<file path="src/rtl/core_switch_sched.sv">
module core_switch_sched #(
  parameter int WIN_LEN     = 3000,
  parameter int RATE_NUM    = 1,
  parameter int RATE_DEN    = 1000,
  parameter int STAY_LEN    = 700,
  parameter int EXT_LEN     = 3000,
  parameter int COPY_CYCLES = 100,
  parameter int RET_W       = 3
) (
  input  logic             clk,
  input  logic             rst_n,
  input  logic             sched_en,
  input  logic [RET_W-1:0] retire_cnt,
  input  logic             miss_pulse,
  input  logic             pipe_empty,
  output logic             fetch_stall,
  output logic             core_sel,
  output logic             copy_busy,
  output logic             resume
);

  localparam int RAW_THR     = WIN_LEN * RATE_NUM / RATE_DEN;
  localparam int MISS_THRESH = (RAW_THR < 1) ? 1 : RAW_THR;
  localparam int CW          = $clog2(WIN_LEN + STAY_LEN + EXT_LEN + (1 << RET_W) + 1);
  localparam int MW          = $clog2(MISS_THRESH + 2);
  localparam int KW          = $clog2(COPY_CYCLES + 1);

  typedef enum logic [1:0] {
    S_WIDE  = 2'd0,
    S_MLP   = 2'd1,
    S_DRAIN = 2'd2,
    S_COPY  = 2'd3
  } state_t;

  state_t        st;
  logic          tgt;
  logic [CW-1:0] icnt;
  logic [MW-1:0] mcnt;
  logic          seen;
  logic          ext_ph;
  logic [KW-1:0] ccnt;

  logic [CW-1:0] isum;
  logic [CW-1:0] lim;
  logic [MW-1:0] msum;
  logic          thr_hit;

  assign isum    = icnt + CW'(retire_cnt);
  assign lim     = ext_ph ? CW'(EXT_LEN) : CW'(STAY_LEN);
  assign msum    = mcnt + MW'(miss_pulse);
  assign thr_hit = msum >= MW'(MISS_THRESH);

  assign fetch_stall = (st == S_DRAIN) || (st == S_COPY);
  assign copy_busy   = (st == S_COPY);

  always_ff @(posedge clk) begin
    if (!rst_n) begin
      st       <= S_WIDE;
      tgt      <= 1'b0;
      icnt     <= '0;
      mcnt     <= '0;
      seen     <= 1'b0;
      ext_ph   <= 1'b0;
      ccnt     <= '0;
      core_sel <= 1'b0;
      resume   <= 1'b0;
    end else begin
      resume <= 1'b0;
      case (st)
        S_WIDE: begin
          if (!sched_en) begin
            icnt <= '0;
            mcnt <= '0;
          end else if (thr_hit) begin
            st  <= S_DRAIN;
            tgt <= 1'b1;
          end else if (isum >= CW'(WIN_LEN)) begin
            icnt <= isum - CW'(WIN_LEN);
            mcnt <= '0;
          end else begin
            icnt <= isum;
            mcnt <= msum;
          end
        end
        S_MLP: begin
          if (!sched_en) begin
            icnt   <= '0;
            seen   <= 1'b0;
            ext_ph <= 1'b0;
          end else if (isum >= lim) begin
            if (seen || miss_pulse) begin
              ext_ph <= 1'b1;
              seen   <= 1'b0;
              icnt   <= isum - lim;
            end else begin
              st  <= S_DRAIN;
              tgt <= 1'b0;
            end
          end else begin
            icnt <= isum;
            seen <= seen | miss_pulse;
          end
        end
        S_DRAIN: begin
          if (pipe_empty) begin
            st   <= S_COPY;
            ccnt <= '0;
          end
        end
        default: begin
          if (ccnt == KW'(COPY_CYCLES - 1)) begin
            st       <= tgt ? S_MLP : S_WIDE;
            core_sel <= tgt;
            resume   <= 1'b1;
            icnt     <= '0;
            mcnt     <= '0;
            seen     <= 1'b0;
            ext_ph   <= 1'b0;
          end else begin
            ccnt <= ccnt + 1'b1;
          end
        end
      endcase
    end
  end


  drain_hold_chk: assert property (@(posedge clk) disable iff (!rst_n)
    (fetch_stall && !copy_busy && !pipe_empty) |=> (fetch_stall && !copy_busy));


  copy_after_empty_chk: assert property (@(posedge clk) disable iff (!rst_n)
    $rose(copy_busy) |-> $past(pipe_empty));


  resume_after_copy_chk: assert property (@(posedge clk) disable iff (!rst_n)
    resume |-> (!fetch_stall && $past(copy_busy)));


  copy_end_resume_chk: assert property (@(posedge clk) disable iff (!rst_n)
    $fell(copy_busy) |-> resume);


  sel_only_on_resume_chk: assert property (@(posedge clk) disable iff (!rst_n)
    !$stable(core_sel) |-> resume);


  disabled_no_switch_chk: assert property (@(posedge clk) disable iff (!rst_n)
    (!sched_en && !fetch_stall) |=> (!fetch_stall && $stable(core_sel)));

endmodule

</file>
<file path="config.mk">
export PLATFORM = sky130hd
export DESIGN_NAME = core_switch_sched
export DESIGN_NICKNAME = d
export VERILOG_FILES = /design/src/rtl/core_switch_sched.sv
export SDC_FILE = /design/constraint.sdc
export NUM_CORES = 1
export LEC_CHECK = 0
export BUFFER_PORTS_ARGS = -buffer_cell sky130_fd_sc_hd__buf_4
export CAP_MARGIN = 20
export CORE_AREA = 2 2 63 89
export CTS_BUF_LIST = sky130_fd_sc_hd__clkbuf_8
export DETAILED_ROUTE_END_ITERATION = 12
export DIE_AREA = 0 0 65 91
export GPL_TIMING_DRIVEN = 0
export HOLD_SLACK_MARGIN = 0.15
export PLACE_DENSITY = 0.71
export SLEW_MARGIN = 20
export SYNTH_ARGS = -nofsm -noshare
export SYNTH_HDL_FRONTEND = slang
export SYNTH_SLANG_ARGS = --single-unit
</file>
<file path="constraint.sdc">
create_clock -name clk -period 5.3 [get_ports clk]
set_input_delay 1.06 -clock clk [delete_from_list [all_inputs] [get_ports clk]]
set_output_delay 1.06 -clock clk [all_outputs]
set_load 0.02 [all_outputs]
</file>
==> results.json, run 1 <==
{
  "seq_area_frac_synth": 0.217,
  "leakage_nw": 1.19,
  "ir_worst_vdd_mv": 0.157,
  "io_buffers": 11,
  "fin_skew_ns": 0.0114,
  "wirelength_um": 7480,
  "cts_htree_levels": 2,
  "maxCapViolCount": 0,
  "syn_to_final_growth_pct": 9.92,
  "grt_pass1_wl_um": 12400,
  "cts_tree": "yes",
  "r2r-start": "icnt[0]",
  "post_cts_resized": 0,
  "worstPathArrival_ns": 5.24,
  "start_kind": "primary input",
  "reg2reg_depth": 17,
  "cp-end-kind": "flip-flop",
  "min_path_type": "flip-flop to flip-flop",
  "power_w": 0.00102,
  "timing.slew.headroom": 0.391,
  "placed_area_mm2": 0.00293,
  "finalHoldViolCount": 0,
  "status": "finished, final reports clean",
  "num_vias": 2729,
  "root_buffer": "clkbuf_8",
  "syn_inst": 342,
  "path_clk_slew_ns": 0.07,
  "critPathKind": "primary input to flip-flop",
  "wl_per_cell_um": 17.5,
  "row_count": 31,
  "io_pins": 12,
  "clockBufferDepth": 2,
  "synthArstFlopShare": 0,
  "gp_congestion": 0.912,
  "postRouteAntennaNets": 0,
  "holdBufCountCts": 0,
  "cts_sinks": 30,
  "initial_core_util": 0.543,
  "fin_cells": 427,
  "yosys_warnings": 0,
  "synth_fp_nets": 367,
  "fin_tns_setup_ns": 0,
  "max_freq_ghz": 0.198,
  "vias_per_cell": 6.39,
  "worst_pin_slew_ns": 0.911,
  "grt_antenna_before_repair": 0,
  "drv_slew": 0,
  "r2r_end": "icnt[9]",
  "drive_gt1_frac": 0.119,
  "drc": 0,
  "grt_max_degree": 11,
  "drt_iter0_markers": 203,
  "synth_cell_type_count": 73,
  "grt_overflow": 0,
  "worstHoldStart": "icnt[0]",
  "syn_area_per_cell_um2": 8.07,
  "cp-startpoint": "retire_cnt[0]",
  "finalCritPeriodShare": 0.954,
  "crit_required_ns": 5.48,
  "dieArea_mm2": 0.00592,
  "worstSetupEndpoint": "icnt[9]",
  "nets": 385,
  "syn_area_mm2": 0.00276,
  "dp_hpwl_um": 5570,
  "period_needed_ns": 5.06,
  "ys.flop_type": "dfxtp_1",
  "final_cell_area_mm2": 0.00304,
  "cp_max_fo": 10,
  "grt_pass1_vias": 2622,
  "synth_edf_count": 0,
  "dp_cells": 419,
  "fill_cells": 466,
  "cts_made_buffers": 5,
  "power.density_mw_per_mm2": 337,
  "setup_viol": 0,
  "cts_setup_buffers": 0,
  "insertion_delay_ns": 0.29,
  "first_pass_iters": 5,
  "ys_seq_elements": 30,
  "core_mm2": 0.00508,
  "grt_usage": 0.266,
  "r2r_slack_ns": 0.74,
  "fp.dieW_um": 65,
  "antenna_cells": 0,
  "die_h_um": 91
}
==> kinds of logic after synthesis <==
group | synth area share
and+or+nand+nor | 0.245
AOI/OAI and AO/OA | 0.299
buffers and inverters | 0.0503
DFF | 0.217
xor gates and xnor gates | 0.0825
adders and majority gates | 0.0797
muxes | 0.0263
==> final cells by class <==
| class | instances | area, um2 | share of cell area |
|---|---|---|---|
| multi-input combinational | 281 | 2040 | 0.671 |
| sequential | 30 | 601 | 0.198 |
| inverter | 16 | 60.1 | 0.0198 |
| clock buffer | 6 | 82.6 | 0.0272 |
| tap | 66 | 82.6 | 0.0272 |
| buffer | 15 | 80.1 | 0.0264 |
| clock inverter | 2 | 8.76 | 0.00289 |
| timing repair buffer | 11 | 82.6 | 0.0272 |
==> cells in the mapped netlist, types with 4 or more instances <==
library cell / n / area, um2
nor4_1: 5 / 31.3
nor2_1: 23 / 86.3
dfxtp_1: 30 / 601
nor2b_1: 4 / 25.0
nand2_1: 33 / 124
a311o_1: 4 / 40.0
inv_1: 16 / 60.1
ha_1: 16 / 200
nor3_1: 8 / 40.0
a21oi_1: 12 / 60.1
and3_1: 5 / 31.3
o211ai_1: 5 / 37.5
o21ai_0: 7 / 35.0
xnor2_1: 14 / 123
mux2i_1: 5 / 50.1
o22ai_1: 8 / 50.1
a22o_1: 13 / 114
xor2_1: 12 / 105
nand4_1: 4 / 25.0
nand3_1: 14 / 70.1
a21boi_0: 4 / 30.0
a31oi_1: 6 / 37.5
a21o_1: 4 / 30.0
clkbuf_1: 8 / 30.0
nand2b_1: 7 / 43.8
==> flip-flops by register name, summed over array words and instances (netlist names) <==
register / flops
ext_ph: 1
core_sel: 1
tgt: 1
resume: 1
st: 2
seen: 1
ccnt: 7
mcnt: 3
icnt: 13
==> worst max-delay path: stages <==
cell and delay (ns):
buf_4 0.08, ha_1 0.25, inv_1 0.08, fa_1 0.44, nor2b_1 0.14, clkbuf_2 0.23
o211ai_1 0.15, xnor2_2 0.27, ha_1 0.36, nor2b_1 0.17, a311o_1 0.41, o41a_1 0.20
a31oi_4 0.23, o21ai_4 0.14, a311o_2 0.47, and2_4 0.18, buf_6 0.14, a22o_1 0.23
==> worst min-delay path by stage <==
stage | end | slack, ns | cells past startpoint
after floorplan | icnt[0] | 0.43 | 2
after detailed placement | icnt[0] | 0.46 | 2
after global routing | mcnt[1] | 0.50 | 2
after CTS | icnt[0] | 0.47 | 2
final | icnt[0] | 0.47 | 2
after global placement | icnt[0] | 0.45 | 2
==> power breakdown <==
group	internal (W)	switching, W
Sequential	0.000252	0.0000255
Combinational	0.000199	0.000348
Clock	0.000103	0.0000949
Total	0.000554	0.000468
==> routing by layer <==
layer | GRT usage | share of wire
met5 | 0 | 0
met4 | 0.140 | 0.034
met3 | 0.0384 | 0.059
met2 | 0.462 | 0.52
met1 | 0.308 | 0.39
==> stage by stage <==
step / utilization / worst slack [ns] / hold slack, ns
after floorplan: - / 0.379 / 0.434
after global placement: 0.576 / -0.237 / 0.448
after detailed placement: 0.576 / -0.220 / 0.456
after CTS: 0.594 / 0.0538 / 0.469
after global routing: 0.597 / -0.000546 / 0.497
final: 0.597 / 0.243 / 0.469
==> placed cells by master (no fill, tap or decap), types with 12 or more instances in the layout <==
master	count
a21oi_1	12
a22o_1	13
buf_4	14
dfxtp_1	30
ha_1	16
inv_1	17
nand2_1	33
nand3_1	14
nor2_1	23
xnor2_1	12
xor2_1	12
Power figures use the tool's default switching activity.
==> inputs of run 2 (changes only) <==
--- a/config.mk
+++ b/config.mk
@@ -7,10 +7,10 @@
 export LEC_CHECK = 0
 export BUFFER_PORTS_ARGS = -buffer_cell sky130_fd_sc_hd__buf_4
 export CAP_MARGIN = 20
-export CORE_AREA = 2 2 63 89
+export CORE_AREA = 2 2 95 60
 export CTS_BUF_LIST = sky130_fd_sc_hd__clkbuf_8
 export DETAILED_ROUTE_END_ITERATION = 12
-export DIE_AREA = 0 0 65 91
+export DIE_AREA = 0 0 97 62
 export GPL_TIMING_DRIVEN = 0
 export HOLD_SLACK_MARGIN = 0.15
 export PLACE_DENSITY = 0.71
==> run 2 against run 1 <==
Worst setup slack got worse by 0.068 ns. Final area rose by 0.74%. Sequential power about the same. Largest power group unchanged. Clock power rose by 3%. Routed wire length increased by 0.60%. Non-clock buffer count up 1. Global-route usage fell by 0.86 points. Critical path type unchanged.
==> results.json, run 2 (synthesis gave the netlist of run 1 again) <==
{
  "min_to": "icnt[0]",
  "largestRegisters": "icnt: 13 flops, ccnt: 7 flops, mcnt: 3 flops",
  "place_ws_ns": -0.381,
  "start_kind": "primary input",
  "grt_usage": 0.257,
  "largest_reg_flops": 13,
  "cts_tree": "yes",
  "reg2reg_depth": 17,
  "fill_cells": 484,
  "dieArea_mm2": 0.00601,
  "vias_per_cell": 6.45,
  "grt_max_degree": 11,
  "root_buffer": "clkbuf_8",
  "critPathKind": "primary input to flip-flop",
  "cp-end-kind": "flip-flop",
  "nets": 386,
  "wl_per_cell_um": 17.5,
  "row_count": 21,
  "dp_hpwl_um": 5710,
  "core_mm2": 0.00528,
  "setup_viol": 0,
  "cp_max_fo": 10,
  "drc": 0,
  "insertion_delay_ns": 0.30,
  "fin_tns_setup_ns": 0,
  "worstHoldStart": "icnt[0]",
  "drive_gt1_frac": 0.127,
  "rsz0062_at_grt": "false",
  "clockBufferDepth": 2,
  "final_util": 0.579,
  "postRouteAntennaNets": 0,
  "status": "finished, final reports clean",
  "holdBufCountCts": 0,
  "maxCapViolCount": 0,
  "grt_pass1_wl_um": 12100,
  "dp_cells": 422,
  "finalWorstSetupSlack_ns": 0.174,
  "period_needed_ns": 5.13,
  "io_pins": 12,
  "first_pass_iters": 5,
  "ir_worst_vdd_mv": 0.280,
  "io_buffers": 11,
  "grt_pass1_vias": 2307,
  "num_vias": 2782,
  "fin_skew_ns": 0.00661,
  "mostFrequentLayoutCell": "nand2_1",
  "initial_core_util": 0.523,
  "r2r_end": "icnt[5]",
  "antenna_cells": 0,
  "cts_made_buffers": 5,
  "power.density_mw_per_mm2": 339,
  "crit_required_ns": 5.54,
  "leakage_nw": 1.19,
  "finalHoldViolCount": 0,
  "cts_sinks": 30,
  "hold_depth": 2,
  "critPathMaxStageDelay_ns": 0.48,
  "final_cell_mix": "33 x nand2_1, 30 x dfxtp_1, 23 x nor2_1",
  "wirelength_um": 7530,
  "gp_congestion": 0.915,
  "path_clk_slew_ns": 0.07,
  "fp.dieW_um": 97,
  "max_freq_ghz": 0.195,
  "r2r-start": "icnt[0]",
  "grt_overflow": 0,
  "regMostFlops": "icnt",
  "finalCritPeriodShare": 0.967,
  "worst_pin_slew_ns": 0.970,
  "worstPathArrival_ns": 5.36,
  "grt_antenna_before_repair": 0,
  "whs_ns": 0.463,
  "die_h_um": 62,
  "min_path_type": "flip-flop to flip-flop",
  "r2r_slack_ns": 0.66,
  "crit_slowest_cell": "a311o_2",
  "drv_slew": 0,
  "syn_to_final_growth_pct": 10.7,
  "fin_cells": 431,
  "drt_iter0_markers": 323,
  "cts_htree_levels": 2,
  "timing.slew.headroom": 0.351,
  "worstPathCellList": "buf_4, ha_1, inv_1, fa_1, nor2b_1, clkbuf_4, o211ai_1, xnor2_2, ha_2, nor2b_1, a311o_1, o41a_1, a31oi_4, o21ai_4, a311o_2, nor2_1, clkbuf_4, a22o_1"
}
[run 2: cell count changes in the layout (fill, tap and decap cells not counted)]
cell        previous run  this run
clkinvlp_4             0         1
ha_2                   0         1
inv_1                 17        16
buf_4                 14        15
clkbuf_4               0         2
buf_2                  3         2
ha_1                  16        15
clkbuf_2               1         0
[run 2: routing by layer]
| metal | vias up | track usage | routed length (um) |
|---|---|---|---|
| li1 | 1340 | - | - |
| met4 | 0 | 0.0704 | 116 |
| met5 | - | 0 | 0 |
| met2 | 132 | 0.326 | 2710 |
| met3 | 12 | 0.0817 | 784 |
| met1 | 1298 | 0.401 | 3910 |
[run 2: worst max-delay path by stage]
stage | endpoint | slack (ns) | startpoint
4_1_cts | icnt[5] | 0.08 | retire_cnt[0]
3_5_place_dp | icnt[5] | -0.38 | retire_cnt[0]
5_1_grt | icnt[5] | 0.006 | retire_cnt[0]
2_1_floorplan | icnt[9] | 0.38 | retire_cnt[0]
6_report | icnt[5] | 0.17 | retire_cnt[0]
3_3_place_gp | icnt[12] | -0.32 | retire_cnt[0]
[run 2: through the flow]
stage	total power, W	area [um2]
global route	0.00111	3060
floorplan	0.000678	2760
finish	0.00104	3060
global placement	0.000809	2930
CTS	0.00102	3030
detailed placement	0.000818	2930
[run 2: final cells by class]
type	instances	area (um2)	share of cell area
Clock buffer	6	82.6	0.0270
Tap cell	69	86.3	0.0282
Sequential cell	30	601	0.196
Buffer	15	85.1	0.0278
Multi-Input combinational cell	281	2040	0.667
Clock inverter	2	12.5	0.00409
Inverter	16	60.1	0.0196
Timing Repair Buffer	12	90.1	0.0295
[run 2: timing repair]
item                       CTS  global route
gates resized for setup      1             6
pin swaps                    0             1
setup buffers                0             1
setup endpoints to repair   10            15
[run 2: critical path, delay by kind of cell]
family | cells | cell delay [ns]
buf+inv | 4 | 0.62
simple gates | 3 | 0.49
compound gates | 7 | 1.82
xor+xnor | 1 | 0.31
fa+ha+maj | 3 | 1.07
[run 2: report_power, final]
part           switching (W)  internal, W  leakage, nW
Clock              0.0000988     0.000104       0.0472
Combinational       0.000353     0.000204        0.898
Sequential         0.0000258     0.000252        0.242
